$ cat config.mk
export PLATFORM = sky130hd
export DESIGN_NAME = imac_half_wb
export DESIGN_NICKNAME = d
export VERILOG_FILES = /design/src/rtl/imac_pkg.sv /design/src/rtl/imac_ctrl.sv /design/src/rtl/imac_datapath.sv /design/src/rtl/imac_half_wb.sv
export SDC_FILE = /design/constraint.sdc
export NUM_CORES = 1
export LEC_CHECK = 0
export ABC_AREA = 1
export BUFFER_PORTS_ARGS = -buffer_cell sky130_fd_sc_hd__buf_2
export CORE_ASPECT_RATIO = 1.4
export CORE_UTILIZATION = 50
export CTS_BUF_LIST = sky130_fd_sc_hd__clkbuf_8 sky130_fd_sc_hd__clkbuf_16
export DETAILED_ROUTE_END_ITERATION = 7
export PLACE_DENSITY = 0.69
export SLEW_MARGIN = 20
export SYNTH_ARGS = -nofsm -noshare
export SYNTH_HDL_FRONTEND = slang
export SYNTH_SLANG_ARGS = --single-unit
$ cat constraint.sdc
create_clock -name clk -period 9.6 [get_ports clk]
set_input_delay 2.88 -clock clk [delete_from_list [all_inputs] [get_ports clk]]
set_output_delay 2.88 -clock clk [all_outputs]
set_load 0.005 [all_outputs]
$ cat src/rtl/imac_pkg.sv
package imac_pkg;
  typedef enum logic [1:0] {
    MODE_LOAD  = 2'b00,
    MODE_ADD   = 2'b01,
    MODE_SUB   = 2'b10,
    MODE_LOAD2 = 2'b11
  } macMode_e;

  typedef struct packed {
    logic accWe;     // accumulator register updates this cycle
    logic zeroBase;  // start from zero rather than the held accumulator
    logic applyProd; // fold the product into the base
    logic subtract;  // negate the product before folding
    logic resWe;     // capture a new destination word
  } macStrobes_t;
endpackage

$ cat src/rtl/imac_ctrl.sv
module imac_ctrl
  import imac_pkg::*;
(
  input  logic        clk,
  input  logic        rst_n,
  input  logic        opValid,
  input  logic [1:0]  opMode,
  input  logic        accClear,
  output macStrobes_t strobes
);
  macMode_e modeSel;

  always_comb begin
    modeSel            = macMode_e'(opMode);
    strobes.accWe      = opValid | accClear;
    strobes.applyProd  = opValid;
    strobes.resWe      = opValid;
    strobes.subtract   = opValid && (modeSel == MODE_SUB);
    strobes.zeroBase   = accClear ||
                         (opValid && (modeSel == MODE_LOAD || modeSel == MODE_LOAD2));
  end

  // a capture happens exactly when an operation is presented
  assert_res_we_tracks_op_R11: assert property (@(posedge clk) disable iff (!rst_n)
    strobes.resWe == opValid);

  // a lone clear writes the accumulator but never the destination
  assert_clear_only_no_res_R9: assert property (@(posedge clk) disable iff (!rst_n)
    (accClear && !opValid) |-> (strobes.accWe && !strobes.resWe && strobes.zeroBase));
endmodule

$ cat src/rtl/imac_datapath.sv
module imac_datapath
  import imac_pkg::*;
#(
  parameter int WORD_W      = 32,
  parameter int ACC_W       = 40,
  parameter int ROUND_SHIFT = 0
) (
  input  logic              clk,
  input  logic              rst_n,
  input  macStrobes_t       strobes,
  input  logic              selA,
  input  logic              selB,
  input  logic [WORD_W-1:0] srcA,
  input  logic [WORD_W-1:0] srcB,
  input  logic [WORD_W-1:0] dstPrior,
  output logic              resValid,
  output logic [WORD_W-1:0] resDst,
  output logic [WORD_W-1:0] accLow
);
  localparam int HALF_W = WORD_W / 2;
  localparam int PROD_W = 2 * HALF_W;
  localparam int DBL_W  = ACC_W + 1;
  localparam int EXT_W  = ACC_W - PROD_W;

  logic signed [HALF_W-1:0] opA, opB;
  logic signed [PROD_W-1:0] prod;
  logic signed [ACC_W-1:0]  prodExt, prodSigned, accBase, accNext, accQ;
  logic signed [DBL_W-1:0]  dbl, scaled;
  logic [HALF_W-1:0]        satHalf;
  logic [DBL_W-HALF_W:0]    topBits;

  // Operand half selection
  always_comb begin
    opA = selA ? srcA[WORD_W-1:HALF_W] : srcA[HALF_W-1:0];
    opB = selB ? srcB[WORD_W-1:HALF_W] : srcB[HALF_W-1:0];
  end

  // Integer product, sign-extended into accumulator width
  always_comb begin
    prod       = opA * opB;
    prodExt    = {{EXT_W{prod[PROD_W-1]}}, prod};
    prodSigned = strobes.subtract ? -prodExt : prodExt;
    accBase    = strobes.zeroBase ? '0 : accQ;
    accNext    = strobes.applyProd ? accBase + prodSigned : accBase;
  end

  // Doubling and optional rounding of dropped bits
  assign dbl = {accNext, 1'b0};

  generate
    if (ROUND_SHIFT == 0) begin : g_noRound
      assign scaled = dbl;
    end else begin : g_round
      assign scaled = (dbl + (DBL_W'(1) <<< (ROUND_SHIFT - 1))) >>> ROUND_SHIFT;
    end
  endgenerate

  // Clamp to signed half-word
  always_comb begin
    topBits = scaled[DBL_W-1:HALF_W-1];
    if (topBits == '0 || topBits == '1)
      satHalf = scaled[HALF_W-1:0];
    else if (scaled[DBL_W-1])
      satHalf = {1'b1, {(HALF_W-1){1'b0}}};
    else
      satHalf = {1'b0, {(HALF_W-1){1'b1}}};
  end

  always_ff @(posedge clk or negedge rst_n) begin
    if (!rst_n) begin
      accQ     <= '0;
      resDst   <= '0;
      resValid <= 1'b0;
    end else begin
      resValid <= strobes.resWe;
      if (strobes.accWe) accQ <= accNext;
      if (strobes.resWe) resDst <= {dstPrior[WORD_W-1:HALF_W], satHalf};
    end
  end

  assign accLow = accQ[WORD_W-1:0];

  // upper half of the result comes from the prior destination word
  assert_upper_kept_R7: assert property (@(posedge clk) disable iff (!rst_n)
    $rose(resValid) |-> resDst[WORD_W-1:HALF_W] == $past(dstPrior[WORD_W-1:HALF_W]));

  // idle cycles leave accumulator and destination untouched
  assert_idle_hold_R11: assert property (@(posedge clk) disable iff (!rst_n)
    !strobes.accWe |=> ($stable(accLow) && $stable(resDst)));

  // a clear with no operation leaves a zero accumulator
  assert_clear_zero_R9: assert property (@(posedge clk) disable iff (!rst_n)
    (strobes.zeroBase && !strobes.applyProd) |=> (accLow == '0));

  // a result that fits the range leaves the top half-word bits in agreement
  assert_sat_sign_R6: assert property (@(posedge clk) disable iff (!rst_n)
    (strobes.resWe && !accNext[ACC_W-1] && accNext < ACC_W'(1) <<< (HALF_W - 2))
      |=> !resDst[HALF_W-1]);
endmodule

$ cat src/rtl/imac_half_wb.sv
module imac_half_wb
  import imac_pkg::*;
#(
  parameter int WORD_W      = 32,
  parameter int ACC_W       = 40,
  parameter int ROUND_SHIFT = 0
) (
  input  logic              clk,
  input  logic              rst_n,
  input  logic              opValid,
  input  logic [1:0]        opMode,
  input  logic              selA,
  input  logic              selB,
  input  logic              accClear,
  input  logic [WORD_W-1:0] srcA,
  input  logic [WORD_W-1:0] srcB,
  input  logic [WORD_W-1:0] dstPrior,
  output logic              resValid,
  output logic [WORD_W-1:0] resDst,
  output logic [WORD_W-1:0] accLow
);
  macStrobes_t strobes;

  imac_ctrl u_ctrl (
    .clk      (clk),
    .rst_n    (rst_n),
    .opValid  (opValid),
    .opMode   (opMode),
    .accClear (accClear),
    .strobes  (strobes)
  );

  imac_datapath #(
    .WORD_W      (WORD_W),
    .ACC_W       (ACC_W),
    .ROUND_SHIFT (ROUND_SHIFT)
  ) u_dp (
    .clk      (clk),
    .rst_n    (rst_n),
    .strobes  (strobes),
    .selA     (selA),
    .selB     (selB),
    .srcA     (srcA),
    .srcB     (srcB),
    .dstPrior (dstPrior),
    .resValid (resValid),
    .resDst   (resDst),
    .accLow   (accLow)
  );

  // result strobe follows the operation strobe by one cycle
  assert_valid_latency_R11: assert property (@(posedge clk) disable iff (!rst_n)
    $past(opValid) |-> resValid);
endmodule

==> results.toml <==
[yosys]
synthAdderAreaFrac_pct = 38.3
synthCells = 2603
synth_mux_area_share_pct = 0.0559
synthXorXnorAreaFrac_pct = 2.20
ys.flop_type = "dfrtp_1"
syn-cell-area_mm2 = 0.0179
yosysWarnings = 0
ys_types = 46
async_flop_share_pct = 100
synth_top_family_by_area = "adder cells"
syn_nets = 3097
synth_edf_count = 0
synth_compound_area_share_pct = 6.34
synth-simple-area-share_pct = 27.9
syn_avg_cell_area_um2 = 6.88
synth-seq-cells = 73
synth.yosys.seq_area_share_pct = 10.2

[worst_setup_path]
reg2reg_to = "u_dp.resDst[11]"
cp_num_buf_inv = 16
rr_worst_depth = 23
crit_fanout = 8
worstPathRequired_ns = 9.82
cp_top_family = "adder cells"
worst-setup-path-type = "input pin to flop"
crit_path_start_kind = "input pin"
cp.arrival_ns = 11.59
r2r_setup_slack_ns = 5.28
rr_startpoint = "u_dp.accQ[0]"
max_stage_delay_ns = 0.55
endpoint_kind = "flop"
crit_path_top_delay_cell = "fa_1"

[clock_network]
cts_max_path_buffers = 2
clock_sinks = 73
numCtsBuffers = 9
clock_latency_ns = 0.35
root_buffer = "clkbuf_16"
clk_pin_slew_ns = 0.06
htreeDepth = 3
cts_tree = "yes"
ctsHoldBuffers = 0

[min_path]
hold_path_class = "flop to flop"
hold_start = "u_dp.resDst[16]"
hold_path_end = "u_dp.resDst[16]"
worstHoldPathCells = 2

[global_route]
grt_remaining_overflow = 0
grt_pass1_wl_um = 96100
grt_pass1_vias = 19900
antenna_found_initial = 0
grt_usage_pct = 34.0
grt_start_max_net_pins = 74

[sta]
min_period_ns = 11.37
maxSlewViolCount = 0
fmaxAchievable_mhz = 87.9
max_slew_margin_pct = 35.3
setup_ws_ns = -1.77
holdWs_ns = 0.469
rsz0062_at_grt = "true"
setup_viol = 39
finalCritPeriodShare_pct = 118
hold_viol = 0
final.setup_skew_ns = 0.00692
worstMarginPinSlew_ns = 0.969

[floorplan]
io_pins = 169
initial_core_util_pct = 51.1
die_x_um = 162
rows = 81
die_h_um = 226
dieArea_mm2 = 0.0366
core_area_mm2 = 0.0351

[final_layout]
fin_nets = 3714
layout-drive-gt1-share_pct = 35.5
most-common-layout-cells = "576 x nand2_1, 552 x inv_1, 481 x buf_4, 249 x fa_1, 245 x nor2_1"
mostFrequentLayoutCell = "nand2_1"
syn_to_final_growth_pct = 42.5
diodes = 0

[flow_run]
drv_cap = 0

[placed_design]
gp_congestion = 0.969
portBuffers = 152
dp_hpwl_um = 51200

[detailed_routing]
post-route-drc-count = 0
wl_per_cell_um = 16.4
vias_per_cell = 5.09
ant_nets = 0
drt-total-wl_um = 60600
initialDrtViolationCount = 939
firstDrtPassIters = 5
vias = 18700

[status]
violations = "negative setup slack"
status = "finished with violations"
## cells in the mapped netlist (4+ instances only)
cell type / n / area [um2]
nand2_1: 679 / 2550
inv_1: 591 / 2220
nor2_1: 330 / 1240
fa_1: 263 / 5270
ha_1: 127 / 1590
nand3_1: 101 / 505
dfrtp_1: 73 / 1830
a21oi_1: 66 / 330
o21ai_0: 64 / 320
clkbuf_1: 38 / 143
nand4_1: 34 / 213
buf_4: 32 / 240
xor2_1: 23 / 201
o21ai_1: 22 / 110
xnor2_1: 22 / 193
o21bai_1: 19 / 143
nand2_2: 14 / 87.6
nor3_1: 14 / 70.1
a31oi_1: 9 / 56.3
nand3_2: 9 / 90.1
nand3b_1: 9 / 67.6
o22ai_1: 8 / 50.1
clkinv_1: 6 / 22.5
nor2_2: 6 / 37.5
a21o_1: 5 / 37.5
inv_2: 5 / 18.8
a21oi_2: 4 / 35.0
and2_1: 4 / 25.0
## registers in the layout (all words and copies together), names as in the netlist
register and count:
u_dp.resDst 32, u_dp.accQ 40, u_dp.resValid 1
## how the worst max path moves through the flow
stage,from,endpoint,slack (ns),cells after the start
final,selB,u_dp.resDst[11],-1.77,52
after global routing,selB,u_dp.resDst[11],-2.23,53
after CTS,selB,u_dp.resDst[14],-1.65,54
after detailed placement,selA,u_dp.resDst[14],-2.36,46
after global placement,selA,u_dp.resDst[12],-2.25,46
after floorplan,selA,u_dp.resDst[1],-0.95,45
## repair_timing
item / in CTS / in global routing
cloned: 5 / 0
endpoints found under the setup margin: 39 / 45
pin swaps: 73 / 108
resized for setup: 244 / 181
hold endpoints to repair: 0 / 0
setup buffers: 39 / 19
## worst min-delay path: cells and delay by family (launching register included)
family | cells | cell delay, ns
flip-flops | 1 | 0.34
AND/OR/NAND/NOR | 2 | 0.10
## area by class of cell
cell class	instances	area, um2
clock inverter	7	82.6
tap	456	571
sequential	73	1830
multi-input combinational	1852	15300
clock buffer	9	225
timing repair buffer	681	5200
fill	2882	9550
timing repair inverter	1	5.00
inverter	602	2290
## metrics by stage
step                utilization [%]  setup slack, ns  TNS (ns)  instance area (um2)  instances
floorplan                         -           -0.945    -15.46                18500       2603
global placement               65.8            -2.25    -58.25                23100       3603
detailed placement             65.8            -2.36    -63.35                23100       3603
CTS                            70.5            -1.65    -36.35                24700       3663
global route                   72.8            -2.23    -56.63                25500       3681
finish                         72.8            -1.77    -39.80                25500       3681
## layer usage
| metal | global-route usage [%] | up-vias | wire (um) |
|---|---|---|---|
| met3 | 2.90 | 221 | 1770 |
| met4 | 24.6 | 0 | 4730 |
| li1 | - | 9007 | - |
| met1 | 32.5 | 9041 | 20700 |
| met5 | 0 | - | 0 |
| met2 | 67.0 | 471 | 33300 |
## cells by family after synthesis
| group | Yosys count |
|---|---|
| AO/OA/AOI/OAI | 203 |
| flip-flops | 73 |
| XOR/XNOR | 45 |
| multiplexers | 1 |
| buffers and inverters | 679 |
| AND/OR/NAND/NOR | 1212 |
| adder cells (fa/ha/maj) | 390 |
Power is not shown: default switching activity piles up to over one toggle a cycle in this logic, so the estimate is an artifact.
